### src/rtl/itag_pkg.sv
// Shared definitions for the instruction tag tracker.
// Assumes a 16-bit bus word split into two bytes.
package itag_pkg;
    localparam int TAG_W   = 2;
    localparam int TAG_LO  = 0;
    localparam int TAG_HI  = 1;
    typedef logic [TAG_W-1:0] tag_t;
endpackage

### src/rtl/itag_capture.sv
// Samples the tag pins on external-clock falling-edge strobes and holds the
// sample until the next fetch. Assumes pins are already synchronised.
module itag_capture
    import itag_pkg::*;
(
    input  logic clk,
    input  logic rst_n,
    input  logic armed,
    input  logic eclk_fall,
    input  logic tag_hi_n,
    input  logic tag_lo_n,
    input  logic lstrb_en,
    input  logic fetch,
    input  logic flush,
    output tag_t fetch_tag
);
    tag_t sample;
    tag_t pend;

    // Decode the pins: each active-low pin marks its own byte.
    always_comb begin
        sample         = '0;
        sample[TAG_HI] = ~tag_hi_n;
        sample[TAG_LO] = ~tag_lo_n & lstrb_en;
    end

    // Tag presented with a fetch: a same-cycle sample wins over the held one.
    assign fetch_tag = armed ? (eclk_fall ? sample : pend) : '0;

    // Hold the latest sample until a fetch consumes it.
    always_ff @(posedge clk) begin
        if (!rst_n || flush || fetch || !armed) begin
            pend <= '0;
        end else if (eclk_fall) begin
            pend <= sample;
        end
    end
endmodule

### src/rtl/itag_queue.sv
// Tag side of the instruction queue: a valid bit and byte marks per entry.
// Slot 0 is the head. Valid entries are contiguous from the head.
module itag_queue
    import itag_pkg::*;
#(
    parameter int DEPTH = 3
) (
    input  logic clk,
    input  logic rst_n,
    input  logic fetch,
    input  tag_t fetch_tag,
    input  logic advance,
    input  logic flush,
    input  logic clr_head,
    output logic head_vld,
    output tag_t head_tag
);
    logic [DEPTH-1:0] vld;
    tag_t             tag [DEPTH];
    logic [DEPTH-1:0] sh_vld;
    tag_t             sh_tag [DEPTH];
    logic [DEPTH-1:0] wr_oh;

    // Apply a consumed-head clear and an optional shift toward the head.
    always_comb begin
        sh_vld = vld;
        for (int i = 0; i < DEPTH; i++) begin
            sh_tag[i] = tag[i];
        end
        if (clr_head) begin
            sh_tag[0] = '0;
        end
        if (advance) begin
            for (int i = 0; i < DEPTH - 1; i++) begin
                sh_vld[i] = vld[i + 1];
                sh_tag[i] = tag[i + 1];
            end
            sh_vld[DEPTH-1] = 1'b0;
            sh_tag[DEPTH-1] = '0;
        end
    end

    // The first free slot after the shift takes the fetched word.
    assign wr_oh = {DEPTH{fetch}} & ~sh_vld & {sh_vld[DEPTH-2:0], 1'b1};

    for (genvar g = 0; g < DEPTH; g++) begin : g_ent
        // Per-entry state: flush clears, write loads, otherwise shift result.
        always_ff @(posedge clk) begin
            if (!rst_n || flush) begin
                vld[g] <= 1'b0;
                tag[g] <= '0;
            end else if (wr_oh[g]) begin
                vld[g] <= 1'b1;
                tag[g] <= fetch_tag;
            end else begin
                vld[g] <= sh_vld[g];
                tag[g] <= sh_tag[g];
            end
        end
    end

    assign head_vld = vld[0];
    assign head_tag = tag[0];
endmodule

### src/rtl/itag_ctrl.sv
// Arm state and debug-entry request generation. Assumes the head
// view comes straight from queue registers.
module itag_ctrl
    import itag_pkg::*;
(
    input  logic clk,
    input  logic rst_n,
    input  logic arm_cmd,
    input  logic dbg_active,
    input  logic head_vld,
    input  tag_t head_tag,
    output logic armed,
    output logic clr_head,
    output logic dbg_req,
    output tag_t dbg_tag
);
    logic req_d;

    // A marked head while armed and outside debug mode triggers a request.
    assign req_d    = armed & ~dbg_active & head_vld & (|head_tag);
    assign clr_head = req_d;

    // Arm state: debug mode or a request disarms, with priority over arming.
    always_ff @(posedge clk) begin
        if (!rst_n || dbg_active || req_d) begin
            armed <= 1'b0;
        end else if (arm_cmd) begin
            armed <= 1'b1;
        end
    end

    // Registered one-cycle request with the marks of the entry that caused it.
    always_ff @(posedge clk) begin
        if (!rst_n) begin
            dbg_req <= 1'b0;
            dbg_tag <= '0;
        end else begin
            dbg_req <= req_d;
            dbg_tag <= req_d ? head_tag : '0;
        end
    end
endmodule

### src/rtl/itag_tracker.sv
// Instruction tag tracker top. Captures tag pins, carries byte marks
// through the queue and requests debug entry at the head. The pipeline
// supplies fetch/advance/flush and must hold a requesting head.
module itag_tracker
    import itag_pkg::*;
#(
    parameter int DEPTH = 3
) (
    input  logic             clk,
    input  logic             rst_n,
    input  logic             eclk_fall,
    input  logic             tag_hi_n,
    input  logic             tag_lo_n,
    input  logic             lstrb_en,
    input  logic             fetch,
    input  logic             advance,
    input  logic             flush,
    input  logic             arm_cmd,
    input  logic             dbg_active,
    output logic             dbg_req,
    output logic [TAG_W-1:0] dbg_tag,
    output logic             busy
);
    logic armed;
    logic clr_head;
    logic head_vld;
    tag_t head_tag;
    tag_t fetch_tag;

    itag_capture u_capture (
        .clk       (clk),
        .rst_n     (rst_n),
        .armed     (armed),
        .eclk_fall (eclk_fall),
        .tag_hi_n  (tag_hi_n),
        .tag_lo_n  (tag_lo_n),
        .lstrb_en  (lstrb_en),
        .fetch     (fetch),
        .flush     (flush),
        .fetch_tag (fetch_tag)
    );

    itag_queue #(.DEPTH(DEPTH)) u_queue (
        .clk       (clk),
        .rst_n     (rst_n),
        .fetch     (fetch),
        .fetch_tag (fetch_tag),
        .advance   (advance),
        .flush     (flush),
        .clr_head  (clr_head),
        .head_vld  (head_vld),
        .head_tag  (head_tag)
    );

    itag_ctrl u_ctrl (
        .clk        (clk),
        .rst_n      (rst_n),
        .arm_cmd    (arm_cmd),
        .dbg_active (dbg_active),
        .head_vld   (head_vld),
        .head_tag   (head_tag),
        .armed      (armed),
        .clr_head   (clr_head),
        .dbg_req    (dbg_req),
        .dbg_tag    (dbg_tag)
    );

    assign busy = armed;
endmodule

### config.mk
export PLATFORM = sky130hd
export DESIGN_NAME = itag_tracker
export DESIGN_NICKNAME = d
export VERILOG_FILES = /design/src/rtl/itag_pkg.sv /design/src/rtl/itag_capture.sv /design/src/rtl/itag_queue.sv /design/src/rtl/itag_ctrl.sv /design/src/rtl/itag_tracker.sv
export SDC_FILE = /design/constraint.sdc
export NUM_CORES = 1
export LEC_CHECK = 0
export BUFFER_PORTS_ARGS = -buffer_cell sky130_fd_sc_hd__clkbuf_2
export CORE_AREA = 5 5 42 44
export CTS_CLUSTER_SIZE = 16
export DETAILED_ROUTE_END_ITERATION = 8
export DIE_AREA = 0 0 47 49
export PLACE_DENSITY = 0.77
export SLEW_MARGIN = 0
export SYNTH_ARGS = -nofsm -noshare
export SYNTH_HDL_FRONTEND = slang
export SYNTH_SLANG_ARGS = --single-unit
### constraint.sdc
create_clock -name clk -period 3.3 [get_ports clk]
set_clock_uncertainty 0.15 [all_clocks]
set_input_delay 0.66 -clock clk [delete_from_list [all_inputs] [get_ports clk]]
set_output_delay 0.66 -clock clk [all_outputs]
set_load 0.03 [all_outputs]
==> flow_summary.ini, run 1 <==
[run]
cap_violations = 0

[grt]
grt_pass1_wl_um = 2110
track_usage_pct = 13.3
grt-ovfl-total = 0
grt_max_degree = 13
grt_pass1_vias = 468
antenna_found_initial = 0

[timing]
worst_slew_pin_slew_ps = 392
clock.fmax_mhz = 566
fin_ws_ps = 1530
slew_headroom_pct = 73.7
finalSetupViolations = 0
fin_crit_ps = 1770
finalMaxSlewViolations = 0
setup_tns_ps = 0
fin_crit_sh_pct = 53.5
rsz0062_at_grt = no
hold_violations = 0

[detailed_routing]
via_per_inst = 5.77
first_iter_violations = 17
drc = 0
dr.pass1.iters = 4
post_drt_wl_per_cell_um = 13.6
ant_nets = 0
vias = 571
finalWirelength_um = 1340

[place]
gp_congestion = 0.855
port_buffers = 14
place_inst = 95
post-place-ws_ps = 1420
dp_hpwl_um = 1040

[synth]
syn_avg_cell_area_um2 = 10.1
synth_top_area_share_pct = 25.9
seq_area_frac_synth_pct = 51.8
yosysWarnings = 0
synthFlopType = dfxtp_1
yosysTopAreaCell = dfxtp_1
synth-xor-area-share_pct = 0
synth.area.top_cells = dfxtp_1 26%, edfxtp_1 26%, o211ai_1 5.4%, nor2_1 4.3%, a21oi_1 3.6%
synth-compound-area-share_pct = 15.8
synth-seq-cells = 15
yosys.area_share.simple_pct = 25.9
netlist_instances = 69
netlist_area_um2 = 696
synth.distinct_cells = 30
synth_fa_ha_area_share_pct = 0
synth_edf_count = 6
synth_mux_area_share_pct = 2.88
synth_top_family_by_area = simple AND/OR/NAND/NOR gates
synth_common_cells = 9 x dfxtp_1, 8 x nor2_1, 6 x edfxtp_1
synth_most_common_cell = dfxtp_1
synth_async_sr_flop_share_pct = 0
syn-num-nets = 80

[floorplanning]
rows = 14
initial_utilization_pct = 49.6
fp.dieArea_um2 = 2300
fp.dieW_um = 47
io_pins = 15
die_h_um = 49
core-area_um2 = 1400

[cells_and_area]
instances_no_fill = 99
nNetsFinal = 95
syn2layout_area_growth_pct = 13.7
drive_gt1_share_pct = 24.1
antenna_cells = 0

[clock_tree]
postCtsSetupRepairBufs = 0
max-clock-path-buffers = 2
holdBufCountCts = 0
cts.sinks = 15
root_buffer = clkbuf_4
clkSlewWorstSetupHoldPaths_ps = 80
htree_levels = 1
insertion_delay_ps = 290
cts_resized = 0
cts_made_buffers = 3
cts_tree = yes

[pwr]
leakage_uw = 0.000315
total_power_uw = 326
ir_drop_mv = 0.298
power.density_nw_per_um2 = 412

[worst_setup_path]
cp_num_buf_inv = 1
startpoint_type = flip-flop
slowest_delay_ps = 430
critPathTopFamily = flip-flops
critical_path_class = reg -> out
slowest_stage = dfxtp_1
arrival_ps = 960
worstPathMaxFanout = 6
cp-end-kind = output pin
cp_cell_sequence = clkbuf_2
required_ps = 2490

[status]
status = completed

[hold_path]
hold_path.class = reg -> reg
sequential cells by signal, indices dropped and copies added, names as in the netlist:
name and flops:
u_capture.pend 2, u_ctrl.armed 1, u_ctrl.dbg_req 1, u_ctrl.dbg_tag 2, u_queue.head_vld 1, u_queue.tag 6, u_queue.vld 2
cells by family (layout without fill, tap and decap cells):
| group | Yosys count | after routing |
|---|---|---|
| muxes | 2 | 2 |
| buffers and inverters | 5 | 19 |
| DFF | 15 | 15 |
| AOI/OAI and AO/OA | 17 | 17 |
| and+or+nand+nor | 30 | 30 |
power breakdown:
group          total [uW]  switching (uW)  internal [uW]
Clock                 103            56.3           47.0
Sequential            199            2.87            196
Combinational        23.8            14.1           9.71
Total                 326            73.2            253
per-stage QoR:
stage	cell area (um2)	hold slack [ps]	util, %
finish	791	328	56.4
global route	791	351	56.4
CTS	791	330	56.4
detailed placement	764	310	54.6
global placement	764	307	54.6
floorplan	696	299	-
path summary, 6_finish.rpt:
path | cells after the start | to | from | slack, ps
max | 1 | busy | u_ctrl.armed | 1530
min | 1 | u_ctrl.dbg_tag[1] | u_queue.tag[0][1] | 330
max reg2reg | 3 | u_queue.tag[2][1] | u_queue.vld[1] | 1840
min reg2reg | 1 | u_ctrl.dbg_tag[1] | u_queue.tag[0][1] | 330
layout make-up:
cell class	count	area (um2)
Inverter	1	3.75
Fill cell	135	611
Multi-Input combinational cell	49	310
Clock buffer	4	26.3
Tap cell	16	20.0
Timing Repair Buffer	14	70.1
Sequential cell	15	360
layout by cell type (no fill, tap or decap), drive strengths merged:
master and n:
and4b 2, a21oi 5, nand2 4, mux2i 2, nor3b 1, a21o 1
nand3 1, o22ai 1, and2 2, nor2b 3, and4bb 1, or3b 1
nand2b 2, dfxtp 9, o21ai 2, clkbuf 18, or2 1, nor2 8
o2111ai 1, a31oi 1, nand3b 1, edfxtp 6, inv 1, o211ai 5
a2bb2oi 1, nor3 2, and3b 1
metal layers:
layer	global-route usage, %	up-vias	routed length (um)
met5	0	-	0
met4	8.29	0	38
met3	3.32	6	69
met2	19.7	19	685
met1	16.6	265	549
li1	-	281	-
Note: power is estimated with default switching activity, not from simulation.
==> inputs of run 2 (changes only) <==
ABC_AREA = 1   (was unset)
CORE_AREA = unset   (was 5 5 42 44)
CORE_MARGIN = 5   (was unset)
CORE_UTILIZATION = 45   (was unset)
DIE_AREA = unset   (was 0 0 47 49)
PLACE_DENSITY = 0.71   (was 0.77)
clock period = 1.4 ns   (was 3.3 ns; I/O delays follow)
==> run 2 against run 1 <==
  * Sequential power rose by 140%
  * Synthesized cell count rose by 29%
  * Critical path type is now reg -> reg
  * Core utilization fell by 1.5 points
  * Sequential share of layout area fell by 1.4 points
  * Global-route usage fell by 2.1 points
  * Worst setup slack got worse by 1400 ps
  * Synthesized area rose by 0.72%
  * Largest power group unchanged
  * Final cell count rose by 24%
  * Total power rose by 150%
  * Non-clock buffer count did not move
==> flow_summary.ini, run 2 <==
[status]
status = completed

[timing]
fin_crit_ps = 1310
worst_slew_pin_slew_ps = 233
rsz0062_at_grt = no
finalSetupViolations = 0
slew_headroom_pct = 84.3
fin_crit_sh_pct = 93.8
clock.fmax_mhz = 762
hold_violations = 0
finalMaxSlewViolations = 0
whs_ps = 11.2

[pwr]
combPwrFrac_pct = 10.5
p_sw_share_pct = 24.7
clockPowerShare_pct = 30.9
power.density_nw_per_um2 = 982
leakage_uw = 0.000377
p_int_uw = 605
pwr-share-seq_pct = 58.6
ir_drop_mv = 0.668
p_sw_uw = 198

[floorplanning]
fp.dieW_um = 49.5
core-area_um2 = 1490
rows = 14
initial_utilization_pct = 47.1
io_pins = 15
fp.dieArea_um2 = 2450
die_h_um = 49.5

[worst_setup_path]
critical_path_class = reg -> reg
worstPathMaxFanout = 3
startpoint_type = flip-flop
cp-end-kind = flip-flop
arrival_ps = 1160
required_ps = 1250
slowest_delay_ps = 370
cp_cell_sequence = nand2_1 > nor3_1 > inv_1 > nand3_1
slowest_stage = dfxtp_1

[clock_tree]
max-clock-path-buffers = 2
holdBufCountCts = 0
root_buffer = clkbuf_4
htree_levels = 1
cts_made_buffers = 3
clkSlewWorstSetupHoldPaths_ps = 90
cts_tree = yes
cts_resized = 0
cts.sinks = 15
insertion_delay_ps = 290
postCtsSetupRepairBufs = 0

[detailed_routing]
finalWirelength_um = 1240
first_iter_violations = 6
dr.pass1.iters = 4
vias = 580
via_per_inst = 4.72
post_drt_wl_per_cell_um = 10.1
ant_nets = 0
drc = 0

[synth]
synth_async_sr_flop_share_pct = 0
yosysWarnings = 0
synth_common_cells = 22 x nand2_1, 13 x nor2_1, 10 x inv_1
synth_edf_count = 6
synthFlopType = dfxtp_1
netlist_area_um2 = 701
syn_avg_cell_area_um2 = 7.87
synth.area.top_cells = dfxtp_1 26%, edfxtp_1 26%, nand2_1 12%, nor2_1 7.0%, nand3_1 5.7%
synth.distinct_cells = 16
syn-num-nets = 100
yosysTopAreaCell = dfxtp_1
seq_area_frac_synth_pct = 51.4
synth_top_area_share_pct = 25.7
synth_most_common_cell = nand2_1
synth-seq-cells = 15
netlist_instances = 89

[grt]
grt_max_degree = 9
antenna_found_initial = 0
grt_pass1_wl_um = 2130
grt-ovfl-total = 0
grt_pass1_vias = 523
track_usage_pct = 11.2

[cells_and_area]
instances_no_fill = 123
antenna_cells = 0
layout_commonest_cell = nand2_1
final_cell_mix = 22 x nand2_1, 14 x clkbuf_2, 13 x nor2_1
syn2layout_area_growth_pct = 16.8
largest_reg_flops = 6
design_area_um2 = 818
nNetsFinal = 119
largest-register = u_queue.tag
drive_gt1_share_pct = 29.9

[place]
dp_hpwl_um = 1010
place_inst = 119
dpl_cell_area_um2 = 792
gp_congestion = 0.834
port_buffers = 14

[run]
cap_violations = 0

[hold_path]
hold_path.class = in -> reg
[run 2: cell types whose count changed after synthesis, sizes merged, moves of 3 or more]
cell    change
o211ai      -5
buf         -3
inv        +12
nand3       +8
nor2        +9
nand2      +23
nor2b       -3
[run 2: final timing paths]
path	from	to	slack, ps	cells after the start
min	dbg_active	u_ctrl.armed	10	2
max reg2reg	u_queue.head_vld	u_queue.tag[0][0]	90	4
max	u_queue.head_vld	u_queue.tag[0][0]	90	4
min reg2reg	u_queue.tag[0][1]	u_ctrl.dbg_tag[1]	350	2
[run 2: layer usage]
metal  up-vias  wire (um)  global-route usage, %
li1        319          -                      -
met1       244        553                   14.5
met2        15        550                   15.9
met3         2        107                   4.22
met4         0         26                   6.55
met5         -          0                      0
[run 2: metrics by stage]
step / setup TNS [ps] / total power (uW) / setup slack, ps / utilization (%)
global route: 0 / 849 / 14.5 / 55.0
CTS: 0 / 810 / 84.5 / 55.0
detailed placement: -57.5 / 566 / -28.7 / 53.2
global placement: -105 / 564 / -51.2 / 53.2
floorplan: 0 / 534 / 86.7 / -
finish: 0 / 804 / 87.3 / 55.0
[run 2: worst max-delay path, delay by kind of cell, from the launching register on]
kind          cells  cell delay [ps]
buf+inv           1               70
flops             1              370
simple gates      3              440
[run 2: power groups by stage]
stage	sequential [uW]	clock [uW]	combinational (uW)
after floorplan	483	0	50.9
after global placement	481	0	82.9
after detailed placement	482	0	84.4
after CTS	471	253	84.9
after global routing	473	280	95.7
final	471	249	84.1
[run 2: cells by family (layout without fill, tap and decap cells)]
logic type             Yosys count  in the layout  synth area share [%]
AO/OA/AOI/OAI                    5              5                  3.57
AND/OR/NAND/NOR                 56             56                  38.0
buffers and inverters           13             31                  6.96
flip-flops                      15             15                  51.4
[run 2: cell type report]
class / instances / area, um2
Sequential cell: 15 / 362
Tap cell: 16 / 20.0
Multi-Input combinational cell: 61 / 292
Fill cell: 149 / 671
Inverter: 13 / 48.8
Timing Repair Buffer: 14 / 70.1
Clock buffer: 4 / 26.3
==> inputs of run 3 (changes only) <==
BUFFER_PORTS_ARGS = unset   (was -buffer_cell sky130_fd_sc_hd__clkbuf_2)
CORE_UTILIZATION = 52   (was 45)
DONT_BUFFER_PORTS = 1   (was unset)
PLACE_DENSITY = 0.7   (was 0.71)
==> run 3 against run 2 <==
  * Critical endpoint is now busy
  * Routed wire length up 3.5%
  * Worst hold slack worse by 19 ps
  * Clock power up 3%
  * Sequential share of layout area up 0.55 points
  * Combinational power down 9.3%
  * Count of clock-buffer cells in the layout down 1
  * First-iteration DRC count down 33%
  * Critical path depth down 3
  * The run now ends with hold timing left
  * Global-route usage up 3.2 points
  * Sequential power about the same
  * Fmax up 4.2%
  * Register-to-register slack better by 60 ps
==> flow_summary.ini, run 3 (synthesis results as in run 2) <==
[run]
cap_violations = 0

[clock_tree]
max-clock-path-buffers = 2
insertion_delay_ps = 290
htree_levels = 1
cts.sinks = 15
cts_made_buffers = 3
clkSlewWorstSetupHoldPaths_ps = 100
root_buffer = clkbuf_4
postCtsSetupRepairBufs = 0
cts_tree = yes

[detailed_routing]
drc = 0
post_drt_wl_per_cell_um = 11.2
via_per_inst = 5.02
ant_nets = 0
vias = 572
dr.pass1.iters = 2
first_iter_violations = 4
finalWirelength_um = 1280

[worst_setup_path]
required_ps = 970
worstPathMaxFanout = 5
slowest_stage = dfxtp_2
critPathTopFamily = flip-flops
critical_path_class = reg -> out
cp_num_buf_inv = 1
startpoint_type = flip-flop
cp_cell_sequence = buf_4
cp-end-kind = output pin
arrival_ps = 830
slowest_delay_ps = 370

[place]
dpl_cell_area_um2 = 736
gp_congestion = 0.778
post-place-ws_ps = 125
place_inst = 106
port_buffers = 0
dp_hpwl_um = 986

[grt]
grt_max_degree = 10
grt-ovfl-total = 0
antenna_found_initial = 0
grt_pass1_vias = 533
grt_pass1_wl_um = 2180
track_usage_pct = 14.4

[floorplanning]
rows = 13
fp.dieArea_um2 = 2180
initial_utilization_pct = 54.5
io_pins = 15
fp.dieW_um = 46.7
die_h_um = 46.7
core-area_um2 = 1280

[timing]
finalSetupViolations = 0
finalMaxSlewViolations = 0
rsz0062_at_grt = no
worst_slew_pin_slew_ps = 293
fin_crit_ps = 1260
clock.fmax_mhz = 794
fin_crit_sh_pct = 89.9
hold_violations = 1
slew_headroom_pct = 80.4
whs_ps = -7.98
setup_tns_ps = 0
fin_ws_ps = 141

[cells_and_area]
largest_reg_flops = 6
layout_commonest_cell = nand2_1
largest-register = u_queue.tag
drive_gt1_share_pct = 22.2
syn2layout_area_growth_pct = 15.4
nNetsFinal = 111
final_cell_mix = 22 x nand2_1, 13 x nor2_1, 10 x inv_1
antenna_cells = 0
design_area_um2 = 808
instances_no_fill = 114

[pwr]
pwr-share-seq_pct = 58.5
clockPowerShare_pct = 32.0
p_sw_uw = 203
ir_drop_mv = 0.542
p_sw_share_pct = 25.3
combPwrFrac_pct = 9.5
p_int_uw = 602
power.density_nw_per_um2 = 996
leakage_uw = 0.000348
total_power_uw = 805

[hold_path]
hold_path.class = in -> reg

[status]
violations = hold timing
status = finished, violations left
[run 3: routing by layer]
| metal | global-route usage (%) | routed length (um) | vias up |
|---|---|---|---|
| met4 | 6.63 | 18 | 0 |
| li1 | - | - | 300 |
| met3 | 3.91 | 110 | 4 |
| met2 | 23.1 | 555 | 15 |
| met1 | 18.1 | 597 | 253 |
| met5 | 0 | 0 | - |
[run 3: worst paths after layout]
check	from	to	slack (ps)	depth (start not counted)
setup / recovery	u_ctrl.armed	busy	140	1
hold / removal	rst_n	u_ctrl.dbg_req	-8	2
setup reg to reg	u_queue.head_vld	u_queue.tag[0][1]	150	4
hold reg to reg	u_queue.tag[0][0]	u_ctrl.dbg_tag[0]	360	2
[run 3: final cells by class]
cell class / instances / area (um2)
fillers: 108 / 477
flip-flops and latches: 15 / 362
multi-input cells: 61 / 297
repair buffers: 6 / 55.1
inverters: 13 / 48.8
clock buffers: 3 / 22.5
well taps: 15 / 18.8
clock inverters: 1 / 5.00
[run 3: stage by stage]
stage	util (%)	hold slack, ps
finish	62.9	-7.98
global route	62.9	4.11
CTS	61.7	6.42
detailed placement	57.3	207
global placement	57.3	205
floorplan	-	201
[run 3: repair_timing]
action	CTS	global route
hold buffers	3	1
endpoints found under the hold margin	4	1
gates resized for setup	0	1
setup endpoints to repair	0	2
[run 3: power by group through the flow]
stage	registers [uW]	logic, uW	clock network, uW
4_1_cts	471	74.0	252
3_3_place_gp	481	65.5	0
5_1_grt	473	85.9	281
2_1_floorplan	483	50.9	0
3_5_place_dp	481	66.2	0
6_report	471	76.3	257
